--- src/rtl/secded_rec_pkg.sv ---
package secded_rec_pkg;

    // Control register fields
    localparam int CT_DET = 0;
    localparam int CT_UEI = 1;
    localparam int CT_CEI = 2;
    localparam int CT_INJ = 4;

    // Status register fields
    localparam int ST_AV  = 31;
    localparam int ST_UE  = 29;
    localparam int ST_OF  = 27;
    localparam int ST_MV  = 26;
    localparam int ST_CE  = 24;

    // Register selects
    localparam logic [1:0] SEL_CTRL = 2'd0;
    localparam logic [1:0] SEL_STAT = 2'd1;
    localparam logic [1:0] SEL_ADDR = 2'd2;

    // Inject codes
    localparam logic [1:0] INJ_NONE = 2'b00;
    localparam logic [1:0] INJ_ONE  = 2'b01;
    localparam logic [1:0] INJ_TWO  = 2'b10;

    // Codeword positions holding data bits 0 and 1
    localparam int FLIP_A = 3;
    localparam int FLIP_B = 5;

    typedef enum logic [1:0] {
        REC_EMPTY = 2'd0,
        REC_CE    = 2'd1,
        REC_UE    = 2'd2
    } rec_state_e;

    function automatic int chk_bits(input int dw);
        int p;
        p = 0;
        while ((1 << p) < dw + p + 1) p++;
        return p;
    endfunction

endpackage

--- src/rtl/secded_enc.sv ---
module secded_enc #(
    parameter int DATA_W = 32,
    parameter int P_W    = 6,
    parameter int CW_W   = DATA_W + P_W + 1
) (
    input  logic [DATA_W-1:0] data_i,
    output logic [CW_W-1:0]   cw_o
);
    localparam int N = DATA_W + P_W;

    always_comb begin
        int  di;
        logic acc;
        cw_o = '0;
        di   = 0;
        for (int pos = 1; pos <= N; pos++) begin
            if ((pos & (pos - 1)) != 0) begin
                cw_o[pos] = data_i[di];
                di++;
            end
        end
        for (int p = 0; p < P_W; p++) begin
            acc = 1'b0;
            for (int pos = 1; pos <= N; pos++) begin
                if (((pos >> p) & 1) == 1 && pos != (1 << p)) acc ^= cw_o[pos];
            end
            cw_o[1 << p] = acc;
        end
        cw_o[0] = ^cw_o[N:1];
    end

endmodule

--- src/rtl/secded_dec.sv ---
module secded_dec #(
    parameter int DATA_W = 32,
    parameter int P_W    = 6,
    parameter int CW_W   = DATA_W + P_W + 1
) (
    input  logic [CW_W-1:0]   cw_i,
    output logic [DATA_W-1:0] data_o,
    output logic              single_o,
    output logic              double_o
);
    localparam int N = DATA_W + P_W;

    logic [P_W-1:0]  syn;
    logic            par;
    logic [CW_W-1:0] fixed;

    always_comb begin
        int di;
        syn = '0;
        for (int pos = 1; pos <= N; pos++) begin
            if (cw_i[pos]) syn ^= P_W'(pos);
        end
        par      = ^cw_i;
        single_o = par && (int'(syn) <= N);
        double_o = (!par && syn != '0) || (par && int'(syn) > N);
        fixed    = cw_i;
        if (single_o && syn != '0) fixed[syn] = ~cw_i[syn];
        data_o = '0;
        di     = 0;
        for (int pos = 1; pos <= N; pos++) begin
            if ((pos & (pos - 1)) != 0) begin
                data_o[di] = fixed[pos];
                di++;
            end
        end
    end

endmodule

--- src/rtl/secded_word_store.sv ---
module secded_word_store #(
    parameter int CW_W   = 39,
    parameter int ADDR_W = 4,
    parameter int DEPTH  = 1 << ADDR_W
) (
    input  logic              clk,
    input  logic              wr_en,
    input  logic              rd_en,
    input  logic [ADDR_W-1:0] addr,
    input  logic [CW_W-1:0]   wdata,
    output logic [CW_W-1:0]   rdata
);
    logic [CW_W-1:0] mem_q [DEPTH];

    always_ff @(posedge clk) begin
        if (wr_en) mem_q[addr] <= wdata;
        if (rd_en) rdata <= mem_q[addr];
    end

endmodule

--- src/rtl/secded_err_record.sv ---
module secded_err_record
    import secded_rec_pkg::*;
#(
    parameter int ADDR_W = 4
) (
    input  logic              clk,
    input  logic              rst_n,
    input  logic              wr_ctrl,
    input  logic              wr_stat,
    input  logic [31:0]       wdata,
    input  logic              ev_ce,
    input  logic              ev_ue,
    input  logic [ADDR_W-1:0] ev_addr,
    input  logic              rd_consume,
    output logic [1:0]        inj_mode,
    output logic [31:0]       ctrl_rd,
    output logic [31:0]       stat_rd,
    output logic [31:0]       addr_rd,
    output logic              irq_fault,
    output logic              irq_corr
);
    rec_state_e        state_q, state_d, base;
    logic              ov_q, ov_d;
    logic [ADDR_W-1:0] addr_q, addr_d;
    logic              det_q, uei_q, cei_q;
    logic [1:0]        inj_q;
    logic              clr, ev_log;

    assign clr    = wr_stat && wdata[ST_AV];
    assign ev_log = det_q && (ev_ce || ev_ue);

    // State register
    always_ff @(posedge clk or negedge rst_n) begin
        if (!rst_n) begin
            state_q <= REC_EMPTY;
            ov_q    <= 1'b0;
            addr_q  <= '0;
        end else begin
            state_q <= state_d;
            ov_q    <= ov_d;
            addr_q  <= addr_d;
        end
    end

    // Control register with self-clearing inject field
    always_ff @(posedge clk or negedge rst_n) begin
        if (!rst_n) begin
            det_q <= 1'b0;
            uei_q <= 1'b0;
            cei_q <= 1'b0;
            inj_q <= INJ_NONE;
        end else begin
            if (wr_ctrl) begin
                det_q <= wdata[CT_DET];
                uei_q <= wdata[CT_UEI];
                cei_q <= wdata[CT_CEI];
                inj_q <= wdata[CT_INJ +: 2];
            end
            if (rd_consume) inj_q <= INJ_NONE;
        end
    end

    // Next state
    always_comb begin
        base    = clr ? REC_EMPTY : state_q;
        state_d = base;
        ov_d    = clr ? 1'b0 : ov_q;
        addr_d  = clr ? '0 : addr_q;
        unique case (base)
            REC_EMPTY: begin
                if (ev_log) begin
                    state_d = ev_ue ? REC_UE : REC_CE;
                    addr_d  = ev_addr;
                end
            end
            REC_CE, REC_UE: begin
                if (ev_log) ov_d = 1'b1;
            end
            default: state_d = REC_EMPTY;
        endcase
    end

    // Outputs
    always_comb begin
        stat_rd   = '0;
        irq_fault = 1'b0;
        irq_corr  = 1'b0;
        unique case (state_q)
            REC_EMPTY: ;
            REC_CE: begin
                stat_rd[ST_AV]        = 1'b1;
                stat_rd[ST_MV]        = 1'b1;
                stat_rd[ST_CE +: 2]   = 2'b10;
                irq_corr              = det_q && cei_q;
            end
            REC_UE: begin
                stat_rd[ST_AV] = 1'b1;
                stat_rd[ST_MV] = 1'b1;
                stat_rd[ST_UE] = 1'b1;
                irq_fault      = det_q && uei_q;
            end
            default: ;
        endcase
        stat_rd[ST_OF] = ov_q;
        ctrl_rd        = '0;
        ctrl_rd[CT_DET]      = det_q;
        ctrl_rd[CT_UEI]      = uei_q;
        ctrl_rd[CT_CEI]      = cei_q;
        ctrl_rd[CT_INJ +: 2] = inj_q;
        addr_rd              = 32'(addr_q);
        inj_mode             = inj_q;
    end

endmodule

--- src/rtl/secded_rec_ram.sv ---
module secded_rec_ram
    import secded_rec_pkg::*;
#(
    parameter int DATA_W = 32,
    parameter int ADDR_W = 4,
    parameter int TAGS   = 4,
    parameter int TAG_W  = $clog2(TAGS)
) (
    input  logic              clk,
    input  logic              rst_n,
    input  logic              mem_req,
    input  logic              mem_we,
    input  logic [TAG_W-1:0]  mem_tag,
    input  logic [ADDR_W-1:0] mem_addr,
    input  logic [DATA_W-1:0] mem_wdata,
    output logic              mem_rvalid,
    output logic [DATA_W-1:0] mem_rdata,
    output logic              mem_rerr,
    input  logic              reg_wr,
    input  logic [TAG_W-1:0]  reg_tag,
    input  logic [1:0]        reg_sel,
    input  logic [31:0]       reg_wdata,
    output logic [31:0]       reg_rdata,
    output logic [TAGS-1:0]   irq_fault,
    output logic [TAGS-1:0]   irq_corr
);
    localparam int P_W   = chk_bits(DATA_W);
    localparam int CW_W  = DATA_W + P_W + 1;
    localparam int DEPTH = 1 << ADDR_W;

    logic              rd_go, wr_go;
    logic [CW_W-1:0]   wr_cw, rd_cw, rd_cw_inj;
    logic              rd_pend_q;
    logic [TAG_W-1:0]  rd_tag_q;
    logic [ADDR_W-1:0] rd_addr_q;
    logic [1:0]        rd_inj_q;
    logic              dec_single, dec_double;

    logic [1:0]  inj_arr  [TAGS];
    logic [31:0] ctrl_arr [TAGS];
    logic [31:0] stat_arr [TAGS];
    logic [31:0] addr_arr [TAGS];

    assign rd_go = mem_req && !mem_we;
    assign wr_go = mem_req && mem_we;

    secded_enc #(.DATA_W(DATA_W), .P_W(P_W), .CW_W(CW_W)) u_enc (
        .data_i (mem_wdata),
        .cw_o   (wr_cw)
    );

    secded_word_store #(.CW_W(CW_W), .ADDR_W(ADDR_W), .DEPTH(DEPTH)) u_store (
        .clk   (clk),
        .wr_en (wr_go),
        .rd_en (rd_go),
        .addr  (mem_addr),
        .wdata (wr_cw),
        .rdata (rd_cw)
    );

    always_ff @(posedge clk or negedge rst_n) begin
        if (!rst_n) begin
            rd_pend_q <= 1'b0;
            rd_tag_q  <= '0;
            rd_addr_q <= '0;
            rd_inj_q  <= INJ_NONE;
        end else begin
            rd_pend_q <= rd_go;
            if (rd_go) begin
                rd_tag_q  <= mem_tag;
                rd_addr_q <= mem_addr;
                rd_inj_q  <= inj_arr[mem_tag];
            end
        end
    end

    always_comb begin
        rd_cw_inj = rd_cw;
        if (rd_inj_q == INJ_ONE) begin
            rd_cw_inj[FLIP_A] = ~rd_cw[FLIP_A];
        end else if (rd_inj_q == INJ_TWO) begin
            rd_cw_inj[FLIP_A] = ~rd_cw[FLIP_A];
            rd_cw_inj[FLIP_B] = ~rd_cw[FLIP_B];
        end
    end

    secded_dec #(.DATA_W(DATA_W), .P_W(P_W), .CW_W(CW_W)) u_dec (
        .cw_i     (rd_cw_inj),
        .data_o   (mem_rdata),
        .single_o (dec_single),
        .double_o (dec_double)
    );

    assign mem_rvalid = rd_pend_q;
    assign mem_rerr   = rd_pend_q && dec_double;

    for (genvar t = 0; t < TAGS; t++) begin : g_rec
        logic hit_rd, hit_reg;
        assign hit_rd  = rd_pend_q && (rd_tag_q == TAG_W'(t));
        assign hit_reg = reg_wr && (reg_tag == TAG_W'(t));

        secded_err_record #(.ADDR_W(ADDR_W)) u_rec (
            .clk        (clk),
            .rst_n      (rst_n),
            .wr_ctrl    (hit_reg && reg_sel == SEL_CTRL),
            .wr_stat    (hit_reg && reg_sel == SEL_STAT),
            .wdata      (reg_wdata),
            .ev_ce      (hit_rd && dec_single),
            .ev_ue      (hit_rd && dec_double),
            .ev_addr    (rd_addr_q),
            .rd_consume (rd_go && (mem_tag == TAG_W'(t))),
            .inj_mode   (inj_arr[t]),
            .ctrl_rd    (ctrl_arr[t]),
            .stat_rd    (stat_arr[t]),
            .addr_rd    (addr_arr[t]),
            .irq_fault  (irq_fault[t]),
            .irq_corr   (irq_corr[t])
        );
    end

    always_comb begin
        unique case (reg_sel)
            SEL_CTRL: reg_rdata = ctrl_arr[reg_tag];
            SEL_STAT: reg_rdata = stat_arr[reg_tag];
            SEL_ADDR: reg_rdata = addr_arr[reg_tag];
            default:  reg_rdata = '0;
        endcase
    end

endmodule

--- config.mk ---
export PLATFORM = sky130hd
export DESIGN_NAME = secded_rec_ram
export DESIGN_NICKNAME = d
export VERILOG_FILES = /design/src/rtl/secded_rec_pkg.sv /design/src/rtl/secded_enc.sv /design/src/rtl/secded_dec.sv /design/src/rtl/secded_word_store.sv /design/src/rtl/secded_err_record.sv /design/src/rtl/secded_rec_ram.sv
export SDC_FILE = /design/constraint.sdc
export NUM_CORES = 1
export LEC_CHECK = 0
export BUFFER_PORTS_ARGS = -buffer_cell sky130_fd_sc_hd__buf_4
export CORE_AREA = 10 10 292 294
export DETAILED_ROUTE_END_ITERATION = 12
export DIE_AREA = 0 0 302 304
export PLACE_DENSITY = 0.72
export SYNTH_ARGS = -nofsm -noshare
export SYNTH_HDL_FRONTEND = slang
export SYNTH_HIERARCHICAL = 1
export SYNTH_SLANG_ARGS = --single-unit
--- constraint.sdc ---
create_clock -name clk -period 4.77 [get_ports clk]
set_input_delay 0.2385 -clock clk [delete_from_list [all_inputs] [get_ports clk]]
set_output_delay 0.2385 -clock clk [all_outputs]
set_load 0.02 [all_outputs]
==> results of run 1 <==
worst max-delay path, stage by stage (launching register included):
cell	delay, ns
dfrtp_1	0.42
nand2b_1	0.18
xnor2_1	0.17
buf_4	0.19
xnor2_1	0.14
xnor2_1	0.18
xor3_1	0.53
xnor2_2	0.33
buf_4	0.24
nand2_1	0.12
nor2_1	0.48
a21oi_1	0.19
a21oi_1	0.34
buf_4	0.22
layer usage:
metal  GRT usage  vias to the layer above  part of all wire
met5           0                        -           0.00016
met4     0.04215                        2             0.019
met3     0.04174                      106             0.090
met2      0.2756                      760              0.48
met1      0.2353                     9618              0.41
li1            -                     7910                 -
through the flow:
step / instances / power, W / area, um2 / hold WS (ns) / worst slack, ns
after floorplan: 2487 / 0.01038 / 36560 / -0.05709 / 0.7166
after global placement: 3215 / 0.01106 / 35820 / 0.3177 / 0.3858
after detailed placement: 3215 / 0.01118 / 35820 / 0.3375 / 0.3321
after CTS: 3391 / 0.01688 / 38620 / 0.05981 / 0.08962
after global routing: 3392 / 0.01748 / 38650 / 0.1062 / 0.04072
final: 3392 / 0.01686 / 38650 / 0.1019 / 0.1976
registers in the layout (all words and copies together) (netlist names), 4 cells and up:
name,flops
rd_addr_q,4
g_rec.u_rec/uei_q,4
g_rec.u_rec/inj_mode,8
g_rec.u_rec/state_q,8
u_store/mem_q,624
g_rec.u_rec/ov_q,4
g_rec.u_rec/addr_q,16
g_rec.u_rec/det_q,4
u_store/rdata,39
g_rec.u_rec/cei_q,4
synthesized netlist by cell type, drive strengths merged (9+ instances only):
master  instances  share of area
mux2           30         0.0096
xnor3          10         0.0065
a22oi         114          0.024
nor2           52         0.0056
dfrtp          57          0.040
mux4          254           0.16
mux2i          16         0.0045
nand2         164          0.017
a22o           16         0.0040
xnor2         101          0.026
a21oi          43         0.0061
inv            17         0.0018
nor3           25         0.0037
buf           437          0.092
clkbuf         48         0.0051
xor2           21         0.0062
and3            9         0.0016
edfxtp        663           0.56
cell families after synthesis:
logic type,after synthesis,share of synthesized area
flip-flops,720,0.6037
buffers and inverters,503,0.09868
multiplexers,300,0.1760
AND/OR/NAND/NOR,288,0.03583
AO/OA/AOI/OAI,204,0.04089
XOR/XNOR,136,0.04164
adder cells (fa/ha/maj),8,0.002833
other,4,0.0004247
cell type report:
cell class | instances | share of cell area
clock buffers | 91 | 0.04956
flip-flops and latches | 720 | 0.5520
diodes | 1 | 0.00006474
multi-input cells | 1264 | 0.3079
inverters | 18 | 0.001748
repair buffers | 196 | 0.04254
well taps | 1060 | 0.03431
clock inverters | 42 | 0.01191
power by group through the flow:
stage          registers, W  clock network (W)  logic [W]
2_1_floorplan       0.00772                  0    0.00266
3_3_place_gp        0.00778                  0    0.00329
3_5_place_dp        0.00780                  0    0.00338
4_1_cts             0.00767            0.00578    0.00342
5_1_grt             0.00770            0.00603    0.00376
6_report            0.00768            0.00567    0.00352
final timing paths:
check / to / depth (start not counted)
min in group asynchronous: g_rec[0].u_rec/addr_q[2]$_DFF_PN0_ / 2
worst min register to register: g_rec[1].u_rec/ov_q$_DFF_PN0_ / 1
max in group asynchronous: rd_addr_q[1]$_DFFE_PN0P_ / 2
worst max register to register: g_rec[0].u_rec/addr_q[2]$_DFF_PN0_ / 14
worst max-delay path: mem_rdata[14] / 13
worst min-delay path: g_rec[1].u_rec/ov_q$_DFF_PN0_ / 3
repair_timing:
action / 4_1_cts / 5_1_grt
setup buffers: 0 / 0
hold buffers: 43 / 0
endpoints found under the hold margin: 593 / 0
endpoints found under the setup margin: 0 / 24
resized for setup: 0 / 5
==> flow_metrics.py, run 1 <==
metrics = {
    "sta": {
        "fin_crit_sh": 0.9586,
        "skew_ns": 0.02392,
        "tightestPinTransition_ns": 1.350,
        "fin_tns_setup_ns": 0,
        "grt_setup_unrepaired": "false",
        "hold_violations": 0,
        "slew_headroom": 0.09386,
        "finalCriticalPeriod_ns": 4.572,
        "fmax_mhz": 218.7,
        "finalSetupViolations": 0,
        "slew_violations": 0,
    },
    "pwr": {
        "peakVddDrop_mv": 0.3782,
        "p_seq_frac": 0.455,
        "combPwrFrac": 0.209,
        "switching_share": 0.2829,
        "clkPwrFrac": 0.336,
        "p_sw_w": 0.004770,
        "p_int_w": 0.01209,
        "p_leak_nw": 13.59,
        "powerDensity_mw_per_mm2": 436.2,
    },
    "outcome": {
        "status": "completed",
    },
    "global_route": {
        "grt_pass1_wl_um": 119800,
        "antenna_found_initial": 2,
        "grt_pass1_vias": 18822,
        "track_usage": 0.1725,
        "grt_max_degree": 96,
        "gr-total-overflow": 0,
    },
    "setup_path": {
        "required_ns": 4.53,
        "critPathLaunchType": "flop",
        "r2r_setup_slack_ns": 0.38,
        "worstPathArrival_ns": 4.33,
        "setup.worst_path.class": "reg -> out",
        "crit_path_max_fanout": 7,
        "reg2reg_from": "rd_inj_q[0]$_DFFE_PN0P_",
        "cp-end-kind": "primary output",
        "crit_path_start": "rd_inj_q[0]$_DFFE_PN0P_",
    },
    "drt": {
        "ant_nets": 0,
        "wire_per_inst_um": 23.67,
        "drt-initial-drc-count": 1848,
        "vias": 18396,
        "first_pass_iters": 5,
        "wl_um": 80290,
        "route.detailed.drc": 0,
        "vias_per_cell": 5.423,
    },
    "clocking": {
        "numCtsBuffers": 73,
        "cts_tree": "done",
        "cts-root-buf": "clkbuf_16",
        "clockBufferDepth": 3,
        "path_clk_slew_ns": 0.06,
        "clock_latency_ns": 0.63,
        "clock-sinks": 720,
        "h-tree-depth": 3,
    },
    "placement": {
        "port_buffers": 105,
        "gp_congestion": 0.9294,
        "hpwl_um": 49900,
    },
    "min_path": {
        "min_from": "reg_wdata[31]",
        "min_path_type": "in -> reg",
    },
    "cells_and_area": {
        "final_common_cell": "edfxtp_1",
        "layout_common_cells": "edfxtp_1 (663), conb_1 (328), mux4_2 (254)",
        "final_nets": 2360,
        "seq_area_mm2": 0.02134,
        "multi_input_area_mm2": 0.01190,
        "fillers": 6591,
        "area_delta_synth_final_pct": 9.376,
        "finish.utilization": 0.4854,
        "drive_gt1_frac": 0.2497,
    },
    "synth": {
        "synth_seq_area_share": 0.6037,
        "synthFlopType": "edfxtp_1",
        "ys_seq_elements": 720,
        "syn_area_mm2": 0.03534,
        "yosys_warnings": 6,
        "synth_cell_types": 55,
        "async_flop_share": 0.07917,
        "syn_inst": 2163,
        "synth_edf_count": 663,
        "avgSynthCellArea_um2": 16.34,
    },
    "die": {
        "die-height_um": 304,
        "die-area_mm2": 0.09181,
        "core-area_mm2": 0.07964,
        "die_x_um": 302,
        "start_util": 0.4438,
        "ios": 153,
        "rows": 104,
    },
    "run": {
        "maxCapViolations": 0,
    },
}
(Power assumes the default switching activity.)
==> inputs of run 2 (changes only) <==
--- a/config.mk
+++ b/config.mk
@@ -7,9 +7,11 @@
 export LEC_CHECK = 0
 export BUFFER_PORTS_ARGS = -buffer_cell sky130_fd_sc_hd__buf_4
 export CORE_AREA = 10 10 292 294
+export CTS_BUF_LIST = sky130_fd_sc_hd__clkbuf_4
 export DETAILED_ROUTE_END_ITERATION = 12
 export DIE_AREA = 0 0 302 304
-export PLACE_DENSITY = 0.72
+export PLACE_DENSITY = 0.68
+export RECOVER_POWER = 50
 export SYNTH_ARGS = -nofsm -noshare
 export SYNTH_HDL_FRONTEND = slang
 export SYNTH_HIERARCHICAL = 1
==> run 2 against run 1 <==
The flow now finishes with violations (capacitance limit, slew limit). Combinational power rose by 9.9%. Clock skew rose by 0.049 ns. Clock power fell by 12%. Global-route usage rose by 0.42 points. Sequential share of layout area fell by 0.28 points. Wire length rose by 1.1%. Setup slack got worse by 0.030 ns. Sequential power barely moved. Die area did not move. Cell count rose by 6.0%. Count of clock-buffer cells in the layout rose by 160.
==> flow_metrics.py, run 2 (synthesized netlist as in run 1, its figures left out) <==
metrics = {
    "global_route": {
        "grt_max_degree": 80,
        "gr-total-overflow": 0,
        "antenna_found_initial": 1,
        "grt_pass1_vias": 19897,
        "grt_pass1_wl_um": 122400,
        "track_usage": 0.1767,
    },
    "drt": {
        "route.detailed.drc": 0,
        "drt-initial-drc-count": 1558,
        "vias_per_cell": 5.292,
        "ant_nets": 0,
        "first_pass_iters": 5,
        "wl_um": 81140,
        "wire_per_inst_um": 22.57,
        "vias": 19024,
    },
    "cells_and_area": {
        "area_delta_synth_final_pct": 9.953,
        "top_register": "u_store/mem_q",
        "largest_registers": "u_store/mem_q: 624 flops, u_store/rdata: 39 flops, g_rec.u_rec/addr_q: 16 flops",
        "drive_gt1_frac": 0.2964,
        "fillers": 6814,
        "final_nets": 2492,
        "largest_reg_flops": 624,
        "layout_common_cells": "edfxtp_1 (663), conb_1 (328), mux4_2 (254), clkbuf_4 (254), nand2_1 (164)",
        "stdcell_area_mm2": 0.03886,
        "final_common_cell": "edfxtp_1",
    },
    "clocking": {
        "cts-root-buf": "clkbuf_4",
        "cts_tree": "done",
        "numCtsBuffers": 175,
        "clock_latency_ns": 0.99,
        "clockBufferDepth": 3,
        "path_clk_slew_ns": 0.07,
        "h-tree-depth": 4,
        "clock-sinks": 720,
    },
    "placement": {
        "placed_area_mm2": 0.03585,
        "hpwl_um": 49400,
        "gp_congestion": 0.9075,
        "port_buffers": 105,
        "place_ws_ns": 0.5305,
    },
    "run": {
        "maxCapViolations": 10,
    },
    "setup_path": {
        "worstPathArrival_ns": 4.36,
        "critPathCapture": "mem_rdata[14]",
        "rr_endpoint": "g_rec[0].u_rec/addr_q[2]$_DFF_PN0_",
        "r2r_setup_slack_ns": 0.63,
        "crit_path_start": "u_store/rdata[37]$_DFFE_PP_",
        "setup.worst_path.class": "reg -> out",
        "rr_worst_depth": 15,
        "crit_path_max_fanout": 8,
        "reg2reg_from": "rd_inj_q[0]$_DFFE_PN0P_",
        "critPathLaunchType": "flop",
        "cp-end-kind": "primary output",
        "required_ns": 4.53,
    },
    "die": {
        "die_x_um": 302,
        "ios": 153,
        "start_util": 0.4438,
        "core-area_mm2": 0.07964,
        "rows": 104,
        "die-area_mm2": 0.09181,
        "die-height_um": 304,
    },
    "outcome": {
        "status": "finished, violations left",
        "violations": "capacitance limit, slew limit",
    },
    "sta": {
        "skew_ns": 0.07273,
        "fin_crit_sh": 0.9648,
        "finalCriticalPeriod_ns": 4.602,
        "worst_slack_ns": 0.1679,
        "tightestPinTransition_ns": 3.943,
        "fin_tns_setup_ns": 0,
        "fmax_mhz": 217.3,
        "slew_violations": 372,
        "finalSetupViolations": 0,
        "hold_violations": 0,
        "slew_headroom": -1.629,
    },
    "min_path": {
        "min_path_type": "in -> reg",
    },
    "pwr": {
        "combPwrFrac": 0.234,
        "switching_share": 0.2960,
        "powerDensity_mw_per_mm2": 425.7,
        "p_sw_w": 0.004896,
        "p_seq_frac": 0.465,
        "p_leak_nw": 13.80,
        "clkPwrFrac": 0.301,
        "power_w": 0.01654,
        "p_int_w": 0.01164,
        "peakVddDrop_mv": 0.5459,
    },
}
run 2: through the flow:
step / hold slack [ns] / instances / utilization
after floorplan: -0.05709 / 2487 / -
after global placement: 0.3242 / 3220 / 0.4502
after global routing: 0.07671 / 3595 / 0.4879
after CTS: 0.002283 / 3590 / 0.4884
final: 0.1338 / 3595 / 0.4879
after detailed placement: 0.3470 / 3220 / 0.4502
run 2: critical path, cell delays in order (launching register included):
cell,delay (ns)
edfxtp_1,0.48
xor2_1,0.21
xnor2_1,0.55
xor3_2,0.54
xor2_4,0.20
buf_4,0.20
nor3_1,0.18
a311oi_1,0.08
o211a_2,0.38
a21oi_1,0.36
buf_4,0.22
run 2: layout make-up:
cell class,instances,area [um2],area share
clock buffers,251,1884,0.04849
repair buffers,226,1758,0.04524
flip-flops and latches,720,21340,0.5492
diodes,1,2.502,0.00006440
multi-input cells,1264,12140,0.3125
inverters,18,67.56,0.001739
well taps,1060,1326,0.03413
clock inverters,55,335.3,0.008630
run 2: routing by layer:
| metal | GRT usage | part of all wire |
|---|---|---|
| met1 | 0.2324 | 0.41 |
| met4 | 0.05540 | 0.021 |
| met5 | 0 | 0 |
| met2 | 0.2740 | 0.48 |
| met3 | 0.05951 | 0.095 |
run 2: power by group through the flow:
| stage | combinational (W) | sequential (W) | clock (W) |
|---|---|---|---|
| after floorplan | 0.00266 | 0.00772 | 0 |
| after global placement | 0.00326 | 0.00778 | 0 |
| after detailed placement | 0.00335 | 0.00781 | 0 |
| after CTS | 0.00362 | 0.00767 | 0.00512 |
| after global routing | 0.00413 | 0.00771 | 0.00546 |
| final | 0.00387 | 0.00768 | 0.00499 |
run 2: worst min-delay path by stage:
stage | to | cells after the start | from
final | g_rec[0].u_rec/inj_mode[0]$_DFFE_PN0P_ | 4 | reg_wdata[4]
after global routing | g_rec[1].u_rec/inj_mode[1]$_DFFE_PN0P_ | 4 | reg_wdata[5]
after CTS | g_rec[2].u_rec/inj_mode[1]$_DFFE_PN0P_ | 5 | reg_tag[1]
after detailed placement | g_rec[1].u_rec/uei_q$_DFFE_PN0P_ | 1 | rst_n
after global placement | g_rec[0].u_rec/uei_q$_DFFE_PN0P_ | 1 | rst_n
after floorplan | g_rec[0].u_rec/addr_q[0]$_DFF_PN0_ | 0 | rst_n
run 2: what timing repair did:
action                                  4_1_cts  5_1_grt
pin swaps                                     4        5
endpoints found under the setup margin       33       33
resized for setup                            33       28
setup buffers                                 4        4
hold buffers                                 60        0
hold endpoints to repair                    625        0
